$ cat src/rtl/spireg_pkg.sv
package spireg_pkg;
   typedef enum logic {
      ACC_READ  = 1'b0,
      ACC_WRITE = 1'b1
   } acc_kind_e;
endpackage

$ cat src/rtl/spireg_sync.sv
module spireg_sync #(
   parameter int W      = 3,
   parameter int STAGES = 2
) (
   input  logic         clk,
   input  logic         rst_n,
   input  logic [W-1:0] d,
   output logic [W-1:0] q
);
   logic [W-1:0] stg [STAGES];

   generate
      for (genvar s = 0; s < STAGES; s++) begin : g_stage
         always_ff @(posedge clk or negedge rst_n) begin
            if (!rst_n) stg[s] <= '0;
            else if (s == 0) stg[s] <= d;
            else stg[s] <= stg[(s == 0) ? 0 : s-1];
         end
      end
   endgenerate

   assign q = stg[STAGES-1];
endmodule

$ cat src/rtl/spireg_rx.sv
module spireg_rx #(
   parameter int FRAME_W = 32,
   parameter int CNT_W   = $clog2(FRAME_W + 1)
) (
   input  logic               clk,
   input  logic               rst_n,
   input  logic               cs_s,
   input  logic               fall,
   input  logic               mosi_s,
   output logic [FRAME_W-1:0] shreg,
   output logic [CNT_W-1:0]   bit_cnt
);
   localparam logic [CNT_W-1:0] FULL = CNT_W'(FRAME_W);

   always_ff @(posedge clk or negedge rst_n) begin
      if (!rst_n) begin
         shreg   <= '0;
         bit_cnt <= '0;
      end else if (!cs_s) begin
         bit_cnt <= '0;
      end else if (fall && bit_cnt != FULL) begin
         shreg   <= {shreg[FRAME_W-2:0], mosi_s};
         bit_cnt <= bit_cnt + 1'b1;
      end
   end
endmodule

$ cat src/rtl/spireg_tx.sv
module spireg_tx #(
   parameter int FRAME_W = 32,
   parameter int DATA_W  = 24,
   parameter bit OUT_REG = 1'b1,
   parameter int CNT_W   = $clog2(FRAME_W + 1)
) (
   input  logic              clk,
   input  logic              rst_n,
   input  logic              cs_s,
   input  logic              rise,
   input  logic              load,
   input  logic [DATA_W-1:0] load_data,
   output logic              miso
);
   localparam int               PAD_BITS = FRAME_W - DATA_W;
   localparam logic [CNT_W-1:0] PAD_CNT  = CNT_W'(PAD_BITS);
   localparam logic [CNT_W-1:0] FULL     = CNT_W'(FRAME_W);

   logic [CNT_W-1:0]  rise_cnt;
   logic [DATA_W-1:0] out_sr;
   logic              miso_c;

   always_ff @(posedge clk or negedge rst_n) begin
      if (!rst_n) begin
         rise_cnt <= '0;
         out_sr   <= '0;
      end else begin
         if (!cs_s) rise_cnt <= '0;
         else if (rise && rise_cnt != FULL) rise_cnt <= rise_cnt + 1'b1;

         if (load) out_sr <= load_data;
         else if (cs_s && rise && rise_cnt >= PAD_CNT)
            out_sr <= {out_sr[DATA_W-2:0], 1'b0};
      end
   end

   assign miso_c = cs_s && (rise_cnt >= PAD_CNT) && (rise_cnt != FULL) && out_sr[DATA_W-1];

   generate
      if (OUT_REG) begin : g_oreg
         logic miso_q;
         always_ff @(posedge clk or negedge rst_n) begin
            if (!rst_n) miso_q <= 1'b0;
            else miso_q <= miso_c;
         end
         assign miso = miso_q;
      end else begin : g_ocomb
         assign miso = miso_c;
      end
   endgenerate
endmodule

$ cat src/rtl/spi_reg_slave.sv
module spi_reg_slave #(
   parameter int FRAME_W     = 32,
   parameter int ADDR_W      = 6,
   parameter int DATA_W      = 24,
   parameter int SYNC_STAGES = 2,
   parameter bit OUT_REG     = 1'b1
) (
   input  logic              clk,
   input  logic              rst_n,
   input  logic              spi_sclk,
   input  logic              spi_cs,
   input  logic              spi_mosi,
   output logic              spi_miso,
   output logic [ADDR_W-1:0] reg_addr,
   output logic [DATA_W-1:0] reg_wdata,
   output logic              reg_wr,
   input  logic [DATA_W-1:0] reg_rdata
);
   import spireg_pkg::*;

   localparam int               CNT_W    = $clog2(FRAME_W + 1);
   localparam int               HDR_BITS = 1 + ADDR_W;
   localparam logic [CNT_W-1:0] HDR_CNT  = CNT_W'(HDR_BITS);
   localparam logic [CNT_W-1:0] FULL     = CNT_W'(FRAME_W);

   initial begin
      assert (FRAME_W >= HDR_BITS + DATA_W)
         else $error("frame too narrow for header and data");
      assert (SYNC_STAGES >= 1) else $error("need at least one sync stage");
      assert (DATA_W >= 2) else $error("data width too small");
   end

   logic [2:0]         pins_s;
   logic               sclk_s, cs_s, mosi_s, sclk_d;
   logic               fall, rise;
   logic [FRAME_W-1:0] shreg;
   logic [CNT_W-1:0]   bit_cnt, cnt_d;
   logic               hdr_evt, done_evt, rd_load;
   acc_kind_e          kind;

   spireg_sync #(.W(3), .STAGES(SYNC_STAGES)) sync_i (
      .clk(clk), .rst_n(rst_n),
      .d({spi_sclk, spi_cs, spi_mosi}), .q(pins_s)
   );
   assign {sclk_s, cs_s, mosi_s} = pins_s;

   always_ff @(posedge clk or negedge rst_n) begin
      if (!rst_n) begin
         sclk_d <= 1'b1;
         cnt_d  <= '0;
      end else begin
         sclk_d <= sclk_s;
         cnt_d  <= bit_cnt;
      end
   end

   assign fall = cs_s && sclk_d && !sclk_s;
   assign rise = cs_s && !sclk_d && sclk_s;

   spireg_rx #(.FRAME_W(FRAME_W), .CNT_W(CNT_W)) rx_i (
      .clk(clk), .rst_n(rst_n), .cs_s(cs_s), .fall(fall),
      .mosi_s(mosi_s), .shreg(shreg), .bit_cnt(bit_cnt)
   );

   assign hdr_evt  = (bit_cnt == HDR_CNT) && (cnt_d != HDR_CNT);
   assign done_evt = (bit_cnt == FULL) && (cnt_d != FULL);

   always_ff @(posedge clk or negedge rst_n) begin
      if (!rst_n) begin
         reg_addr  <= '0;
         reg_wdata <= '0;
         reg_wr    <= 1'b0;
         rd_load   <= 1'b0;
         kind      <= ACC_READ;
      end else begin
         rd_load <= hdr_evt;
         reg_wr  <= done_evt && (kind == ACC_WRITE);
         if (hdr_evt) begin
            reg_addr <= shreg[ADDR_W-1:0];
            kind     <= acc_kind_e'(shreg[ADDR_W]);
         end
         if (done_evt) reg_wdata <= shreg[DATA_W-1:0];
      end
   end

   spireg_tx #(.FRAME_W(FRAME_W), .DATA_W(DATA_W), .OUT_REG(OUT_REG), .CNT_W(CNT_W)) tx_i (
      .clk(clk), .rst_n(rst_n), .cs_s(cs_s), .rise(rise),
      .load(rd_load), .load_data(reg_rdata), .miso(spi_miso)
   );
endmodule

$ cat config.mk
export PLATFORM = sky130hd
export DESIGN_NAME = spi_reg_slave
export DESIGN_NICKNAME = d
export VERILOG_FILES = /design/src/rtl/spireg_pkg.sv /design/src/rtl/spireg_sync.sv /design/src/rtl/spireg_rx.sv /design/src/rtl/spireg_tx.sv /design/src/rtl/spi_reg_slave.sv
export SDC_FILE = /design/constraint.sdc
export NUM_CORES = 1
export LEC_CHECK = 0
export ABC_AREA = 0
export ABC_CLOCK_PERIOD_IN_PS = 3300
export BUFFER_PORTS_ARGS = -buffer_cell sky130_fd_sc_hd__buf_2
export CORE_UTILIZATION = 25
export DETAILED_ROUTE_END_ITERATION = 16
export MAX_ROUTING_LAYER = met4
export SLEW_MARGIN = 10
export SYNTH_ARGS = -nofsm -noshare
export SYNTH_HDL_FRONTEND = slang
export SYNTH_SLANG_ARGS = --single-unit
$ cat constraint.sdc
create_clock -name clk -period 3.3 [get_ports clk]
set_input_delay 0.33 -clock clk [delete_from_list [all_inputs] [get_ports clk]]
set_output_delay 0.33 -clock clk [all_outputs]
set_load 0.01 [all_outputs]
---- Word-level counts from Yosys, hierarchy flattened ----
Cells that the tools add are included.
operators by class
  add/subtract/negate cells ............... 2
  magnitude comparators ................... 1
  equal/unequal tests ..................... 8
  mux-type cells .......................... 6
  reduce and logical (&&, ||, !) cells .... 18
operators with widths
  operator                                                            count
  2-to-1 mux 24 bit                                                   2
  2-to-1 mux 6 bit                                                    4
  != test 6 bit (second input constant)                               3
  logical AND 1 bit                                                   14
  adder 6 x 1 -> 6 bit (second input constant)                        2
  equality test 6 x 3 -> 1 bit (second input constant)                1
  equality test 6 bit (second input constant)                         1
  greater-or-equal comparator 6 x 4 -> 1 bit (second input constant)  1
  != test 6 x 3 -> 1 bit (second input constant)                      1
  != test 2 x 1 -> 1 bit (second input constant)                      2
  zero test 1 bit                                                     2
  AND reduction 2 bit                                                 1
  nonzero test 2 bit                                                  1
storage, ports and cells
  register bits after elaboration ......... 107
  output and inout port bits .............. 32
  word-level logic and storage cells ...... 49

---- Longest topological paths before layout ----
Gate-level depths: netlist of run 1.
  word-level depth ........................ 7
  mapped depth ............................ 7

---- Modules after synthesis ----
A second synthesis of run 1 with hierarchy kept.
second synthesis, totals
  cell total of the unflattened synthesis .. 330
  area total of the unflattened synthesis .. 4917.2 um^2
by module, submodules not included
  module         times used  cells each  area an instance (um^2)
  spireg_rx      1           109         1724.2
  spi_reg_slave  1           88          1554.0
  spireg_tx      1           124         1466.4
  spireg_sync    1           9           172.7

---- Worst setup path before layout of run 1 ----
No wires, ideal clock.
  kind .................................... flip-flop to flip-flop
  start ................................... register rx_i.bit_cnt[2]
  end ..................................... register rx_i.shreg[13]
  library setup time ...................... 125 ps
  arrival time ............................ 1559 ps
  data required time ...................... 3175 ps
  slack ................................... 1616 ps
  cell stages (with the launch flop) ...... 6
  path through ............................ dfrtp_1 -> nor4b_4 -> a21oi_2 -> nand2_4 -> buf_8 -> mux2_2
on the way
  word-level cells in the longest chain between the ends .. 3
RTL lines
  what                           RTL line         text
  start, declared                spireg_rx.sv:11  output logic [CNT_W-1:0] bit_cnt
  start signal, assigned         spireg_rx.sv:23  bit_cnt <= bit_cnt + 1'b1;
  != test 6 bit                  spireg_rx.sv:21  end else if (fall && bit_cnt != FULL) begin
  logical AND 1 bit              spireg_rx.sv:21
  AND reduction 2 bit (no line)  n/a
  end signal, assigned           spireg_rx.sv:22  shreg <= {shreg[FRAME_W-2:0], mosi_s};
  end, declared                  spireg_rx.sv:10  output logic [FRAME_W-1:0] shreg,
Every way passes these cells.
A chain may end at the register's enable or synchronous reset.

---- Worst setup path in the final report of run 1 ----
  start ................................... register sync_i.stg, in the netlist sync_i.q[1]
  end ..................................... register tx_i.out_sr[18]
on the way
  word-level cells in the longest chain between the ends .. 5
RTL lines
  what                                 RTL line             text
  start, declared                      spireg_sync.sv:10    logic [W-1:0] stg [STAGES];
  start signal, assigned by index      spireg_sync.sv:17    else stg[s] <= stg[(s == 0) ? 0 : s-1];
  logical AND 1 bit (2 in series)      spi_reg_slave.sv:58  assign rise = cs_s && !sclk_d && sclk_s;
  logical AND 1 bit (*) (2 in series)  spireg_tx.sv:32      else if (cs_s && rise && rise_cnt >= PAD_CNT)
  nonzero test 2 bit (no line) (*)     n/a
  end signal, assigned                 spireg_tx.sv:31      if (load) out_sr <= load_data;
  end signal, assigned                 spireg_tx.sv:33      out_sr <= {out_sr[DATA_W-2:0], 1'b0};
  end, declared                        spireg_tx.sv:20      logic [DATA_W-1:0] out_sr;
Mark *: on every way between the ends. The rest lies on a longest branch, timed or not.

==> flow_summary.yaml, run 1 <==
synthesis:
  synth_edf_count: 0
  synth_nets: 377
  yosysSeqAreaShare_pct: 60.3
  synthesis.area_mm2: 0.00444
  synth_flop_cell: "dfrtp_1"
  ys_seq_elements: 107
  synth_cell_types: 37
  ys.warnings.count: 0
  synth-async-reset-ratio_pct: 100
  syn_avg_cell_area_um2: 12.9
  syn_inst: 344
layout:
  layout-drive-gt1-share_pct: 34.5
  fin_cells: 631
  diodes: 0
  area_growth_pct: 18.8
  layout.nets: 435
worst_setup_path:
  path_max_fanout: 23
  cp-endpoint: "tx_i.out_sr[18]"
  critPathCaptureType: "flop"
  regToRegSetupSlack_ps: 1300
  path_class: "flop to flop"
  cpMostUsedCell: "a21oi_1"
  cp_num_buf_inv: 0
  cp.arrival_ps: 2270
  cp_slowest_cell: "and2_1"
  path_cells: "o31a_1 -> and2_1 -> a21oi_1 -> a21oi_1"
  cp_data_required_time_ps: 3570
  reg2regPathDepth: 4
  cp.depth: 4
  reg2reg_to: "tx_i.out_sr[18]"
  crit_start: "sync_i.q[1]"
  slowest_delay_ps: 660
  rr_startpoint: "sync_i.q[1]"
  critical-path-top-delay-family: "simple AND/OR/NAND/NOR gates"
  cp-start-kind: "flop"
flow_run:
  cap_violations: 0
sta:
  fin_setup_tns_ps: 0
  finClkSkew_ps: 11.7
  min_period_ps: 2000
  maxSlewViolCount: 0
  setup_ws_ps: 1300
  worst_slew_pin_slew_ps: 1200
  hold_ws_ps: 52.3
  clock.fmax_ghz: 0.500
  setup_viol: 0
  finalCritPeriodShare_pct: 60.6
  hold_viol: 0
  grt_setup_unrepaired: "false"
  slew_headroom_pct: 19.7
floorplanning:
  rows: 48
  fp.dieArea_mm2: 0.0183
  core_mm2: 0.0173
  pin_count: 61
  die_x_um: 135
  die_h_um: 135
  start_util_pct: 25.7
power_and_ir_drop:
  power_w: 0.00273
  p_leak_nw: 2.62
  vdd.ir_drop.worst_mv: 0.228
  pwr-share-comb_pct: 4.3
  switching_share_pct: 22.8
  powerDensity_mw_per_mm2: 517
  power.internal_w: 0.00211
  p_seq_share_pct: 51.9
  pwr-share-clk_pct: 43.9
  p_switching_w: 0.000622
min_path:
  hp-class: "primary input to async pin"
placed_design:
  port_buffers: 60
  dp_hpwl_um: 5360
  place.gp.congestion: 0.709
  place_ws_ps: 1330
  dp_cells: 616
cts:
  cts-root-buf: "clkbuf_16"
  tritoncts: "done"
  ctsLongestPathBuffers: 2
  clock_latency_ps: 350
  clkTransAtPathRegs_ps: 80
  cts_sinks: 107
  cts_buffers: 9
  cts_hold_buf: 0
  cts_resized: 0
  ctsHtreeMaxLevel: 3
  postCtsSetupBuffers: 0
grt:
  grt_max_degree: 89
  gr-usage-all-layers_pct: 9.95
  antenna_found_initial: 0
  grt_pass1_vias: 2665
  grt_pass1_wl_um: 13600
  grt.overflow.total: 0
routing:
  viasPerCell: 4.25
  wl_um: 8160
  ant_nets: 0
  routedWlPerCell_um: 12.9
  firstDrtPassIters: 4
  drc: 0
  drt_iter0_drc: 127
  vias: 2683
outcome:
  outcome: "completed"
[routing by layer]
layer	routed length [um]	global-route usage [%]
met1	3880	12.7
met4	121	3.75
met3	383	3.48
met2	3770	14.4
met5	0	-
[layout by cell type, fill, tap and decap left out]
cell / Yosys / final
dfrtp_1: 106 / 106
buf_2: 1 / 59
a21oi_1: 47 / 47
mux2_2: 35 / 35
nand2_1: 33 / 33
nor2b_1: 26 / 26
mux2_4: 19 / 19
clkbuf_16: 0 / 9
and2_1: 7 / 7
xnor2_1: 6 / 6
inv_1: 5 / 5
o21ai_0: 5 / 5
nand4_1: 5 / 5
nand3_1: 4 / 4
ha_1: 4 / 4
or3_1: 3 / 3
a21boi_0: 3 / 3
buf_4: 2 / 3
nor2_1: 2 / 2
a21oi_2: 2 / 2
o31a_1: 2 / 2
and3_1: 2 / 2
inv_8: 0 / 2
bufinv_16: 0 / 2
and4b_1: 1 / 1
nor3_1: 1 / 1
nor4b_4: 1 / 1
nor4b_1: 1 / 1
nand3_4: 1 / 1
or2_2: 1 / 1
or3b_2: 1 / 1
nand2b_1: 1 / 1
nand2_4: 1 / 1
mux2_1: 1 / 1
mux2i_1: 1 / 1
clkinv_8: 0 / 1
inv_6: 0 / 1
buf_6: 2 / 1
dfstp_2: 1 / 1
[logic make-up (layout without fill, tap and decap cells)]
group	Yosys count	in the layout	synth area share, %
AND/OR/NAND/NOR	91	91	11.7
buffers and inverters	21	83	2.82
AO/OA/AOI/OAI	59	59	7.15
XOR/XNOR	6	6	1.18
flip-flops	107	107	60.3
multiplexers	56	56	15.8
adder cells (fa/ha/maj)	4	4	1.13
[power by group through the flow]
stage | registers [W] | logic, W | clock network [W]
final | 0.00142 | 0.000117 | 0.00120
after global routing | 0.00143 | 0.000134 | 0.00129
after CTS | 0.00142 | 0.000122 | 0.00125
after detailed placement | 0.00144 | 0.000121 | 0
after global placement | 0.00144 | 0.000115 | 0
after floorplan | 0.00142 | 0.0000703 | 0
[worst register-to-register path, cell delays in order (launching register included)]
cell,delay [ps]
dfrtp_1,640
o31a_1,250
and2_1,660
a21oi_1,150
a21oi_1,210
[cells in the mapped netlist, drive strengths merged, types with 3 or more instances]
master	count	area (um2)
or3	3	18.8
a21boi	3	22.5
nand2	34	135
ha	4	50.1
xnor2	6	52.6
clkbuf	7	26.3
o21ai	5	25.0
nand4	5	31.3
dfrtp	106	2650
nand3	5	37.5
nor2b	26	163
inv	5	18.8
and2	7	43.8
a21oi	49	253
mux2	55	691
buf	9	80.1
[cell type report]
cell class                 instances  area [um2]
clock buffer                       9         225
clock inverter                     6         108
fill                            1793       12000
inverter                           5        18.8
multi-input combinational        216        1640
sequential                       107        2680
tap                              225         282
timing repair buffer              63         329
[sequential cells by signal, summed over array words and instances (netlist names)]
signal	count
sync_i.stg	3
reg_wdata	24
rx_i.shreg	24
tx_i.miso	1
reg_addr	6
rx_i.bit_cnt	6
cnt_d	6
sclk_d	1
reg_wr	1
sync_i.q	3
kind	1
rd_load	1
tx_i.out_sr	24
tx_i.rise_cnt	6
[metrics by stage]
step | cell area [um2] | utilization [%]
after CTS | 5280 | 30.5
after floorplan | 4440 | -
after detailed placement | 4940 | 28.6
final | 5280 | 30.5
after global placement | 4940 | 28.6
after global routing | 5280 | 30.5
[worst min path at each step]
stage                     to  slack (ps)
6_report         reg_addr[0]          50
3_3_place_gp     sync_i.q[0]         340
3_5_place_dp     sync_i.q[0]         340
2_1_floorplan       cnt_d[0]          30
5_1_grt        sync_i.stg[3]          60
4_1_cts        sync_i.stg[3]          60
No activity file was read; power rests on OpenSTA's default activity.
==> run 2, diff against run 1 <==
--- a/config.mk
+++ b/config.mk
@@ -5,8 +5,8 @@
 export SDC_FILE = /design/constraint.sdc
 export NUM_CORES = 1
 export LEC_CHECK = 0
-export ABC_AREA = 0
-export ABC_CLOCK_PERIOD_IN_PS = 3300
+export ABC_AREA = 1
+export ABC_CLOCK_PERIOD_IN_PS = 1700
 export BUFFER_PORTS_ARGS = -buffer_cell sky130_fd_sc_hd__buf_2
 export CORE_UTILIZATION = 25
 export DETAILED_ROUTE_END_ITERATION = 16
==> constraint.sdc (replaced) <==
create_clock -name clk -period 1.7 [get_ports clk]
set_input_delay 0.17 -clock clk [delete_from_list [all_inputs] [get_ports clk]]
set_output_delay 0.17 -clock clk [all_outputs]
set_load 0.01 [all_outputs]
==> run 2 against run 1 <==
  * Sequential power up 86%
  * Die area grew 1.4%
  * Worst setup slack got worse by 1100 ps
  * Largest cell class unchanged
  * First-iteration DRC count grew 43%
  * Hold slack worse by 8.9 ps
  * Largest power group unchanged
==> flow_summary.yaml, run 2 <==
layout:
  design_area_mm2: 0.00548
  layout.nets: 599
  reg_top3: "reg_wdata (24), rx_i.shreg (24), tx_i.out_sr (24)"
  fin_cells: 796
  regArea_mm2: 0.00268
  multi_input_area_mm2: 0.00144
  layout-drive-gt1-share_pct: 18.7
  layout_common_cells: "150 x nand2_1, 106 x dfrtp_1, 73 x o21ai_0"
  final_common_cell: "nand2_1"
  diodes: 0
  area_growth_pct: 21.5
  nFillCells: 1837
synthesis:
  ys_seq_elements: 107
  synth-async-reset-ratio_pct: 100
  synth_area_leaders: "dfrtp_1 59%, nand2_1 12%, o21ai_0 8.1%"
  synth_top_area_share_pct: 58.8
  synth_nets: 535
  syn_avg_cell_area_um2: 8.98
  synth_flop_cell: "dfrtp_1"
  yosys.area.top_type: "dfrtp_1"
  syn_inst: 502
  ys.warnings.count: 0
  yosysMostFrequentCell: "nand2_1"
  yosysSeqAreaShare_pct: 59.4
  yosys-top-cells-count: "150 x nand2_1, 106 x dfrtp_1, 73 x o21ai_0"
  synthesis.area_mm2: 0.00451
  synth_cell_types: 23
  synth_edf_count: 0
cts:
  tritoncts: "done"
  cts_sinks: 107
  ctsLongestPathBuffers: 2
  cts_buffers: 9
  ctsHtreeMaxLevel: 3
  cts_resized: 0
  clock_latency_ps: 340
  clkTransAtPathRegs_ps: 70
  cts-root-buf: "clkbuf_16"
floorplanning:
  die_x_um: 136
  start_util_pct: 25.8
  fp.dieArea_mm2: 0.0186
  die_h_um: 136
  rows: 48
  pin_count: 61
  core_mm2: 0.0175
sta:
  finClkSkew_ps: 9.48
  finalCritPeriodShare_pct: 89.3
  fin_setup_tns_ps: 0
  worst_slew_pin_slew_ps: 298
  hold_viol: 0
  clock.fmax_ghz: 0.659
  hold_ws_ps: 43.4
  maxSlewViolCount: 0
  grt_setup_unrepaired: "false"
  slew_headroom_pct: 80.1
  setup_viol: 0
  min_period_ps: 1520
worst_setup_path:
  cpMostUsedCell: "nor2_8"
  cp_num_buf_inv: 2
  cp_data_required_time_ps: 1920
  cp-start-kind: "flop"
  critPathCaptureType: "flop"
  path_cells: "inv_1 -> ha_1 -> nand3_2 -> nor2_8 -> nor2_8 -> buf_12 -> nand2_1 -> o21ai_0"
  cp.arrival_ps: 1740
  path_max_fanout: 49
  slowest_delay_ps: 400
  path_class: "flop to flop"
  critical-path-top-delay-family: "simple AND/OR/NAND/NOR gates"
  cp_slowest_cell: "dfrtp_1"
placed_design:
  place.gp.congestion: 0.797
  dp_hpwl_um: 5690
  port_buffers: 60
  placed_cell_area_mm2: 0.00511
  dp_cells: 776
power_and_ir_drop:
  p_leak_nw: 2.64
  powerDensity_mw_per_mm2: 928
  vdd.ir_drop.worst_mv: 0.466
min_path:
  hp-class: "primary input to flop"
routing:
  wl_um: 8480
  drc: 0
  routedWlPerCell_um: 10.6
  firstDrtPassIters: 4
  ant_nets: 0
  viasPerCell: 4.08
  drt_iter0_drc: 181
  vias: 3245
grt:
  grt_pass1_vias: 2913
  gr-usage-all-layers_pct: 9.98
  antenna_found_initial: 0
  grt_max_degree: 51
  grt.overflow.total: 0
  grt_pass1_wl_um: 14100
flow_run:
  cap_violations: 0
outcome:
  outcome: "completed"
run 2: path summary, 6_finish.rpt:
| path | from | endpoint | slack (ps) | cells past startpoint |
|---|---|---|---|---|
| max | rx_i.bit_cnt[0] | rx_i.shreg[8] | 180 | 8 |
| min | reg_rdata[0] | tx_i.out_sr[0] | 40 | 3 |
| max reg2reg | rx_i.bit_cnt[0] | rx_i.shreg[8] | 180 | 8 |
| min reg2reg | sync_i.stg[3] | sync_i.q[0] | 340 | 0 |
| max in group asynchronous | rst_n | reg_addr[3] | 880 | 3 |
| min in group asynchronous | rst_n | reg_wdata[15] | 250 | 2 |
run 2: through the flow:
stage | setup slack (ps) | util (%) | total power, W
after global routing | 59.4 | 31.3 | 0.00532
final | 182 | 31.3 | 0.00508
after CTS | 178 | 31.3 | 0.00516
after detailed placement | 183 | 29.3 | 0.00293
after floorplan | 235 | - | 0.00279
after global placement | 225 | 29.3 | 0.00293
run 2: power breakdown:
group | internal, W | leakage, nW | switching [W] | total (W)
logic | 0.0000797 | 1.15 | 0.000154 | 0.000233
clock network | 0.00125 | 0.156 | 0.000958 | 0.00220
registers | 0.00261 | 1.34 | 0.0000351 | 0.00264
total | 0.00394 | 2.64 | 0.00115 | 0.00508
run 2: kinds of logic after synthesis:
group,synth area share (%)
buffers and inverters,8.58
XOR/XNOR,0.194
AND/OR/NAND/NOR,19.1
AO/OA/AOI/OAI,11.6
flip-flops,59.4
adder cells (fa/ha/maj),1.11
run 2: final cells by class:
class	instances	share of cell area [%]
well taps	225	5.14
multi-input cells	306	26.3
clock buffers	11	4.62
repair buffers	75	9.14
flip-flops and latches	107	48.9
clock inverters	5	1.26
inverters	67	4.59
run 2: worst reg2reg max path, stage by stage, from the launching register on:
cell and delay, ps:
dfrtp_1 400, inv_1 110, ha_1 170, nand3_2 130, nor2_8 160, nor2_8 70, buf_12 180, nand2_1 100
o21ai_0 90
run 2: metal layers:
metal	GRT usage (%)	vias to the layer above	wire [um]
met5	-	-	0
met2	13.9	63	3500
met3	3.09	7	355
met1	13.8	1475	4550
met4	2.59	0	73
li1	-	1700	-
run 2: what timing repair did:
action	4_1_cts	5_1_grt
hold buffers	4	0
buffers inserted	0	0
hold endpoints to repair	21	0
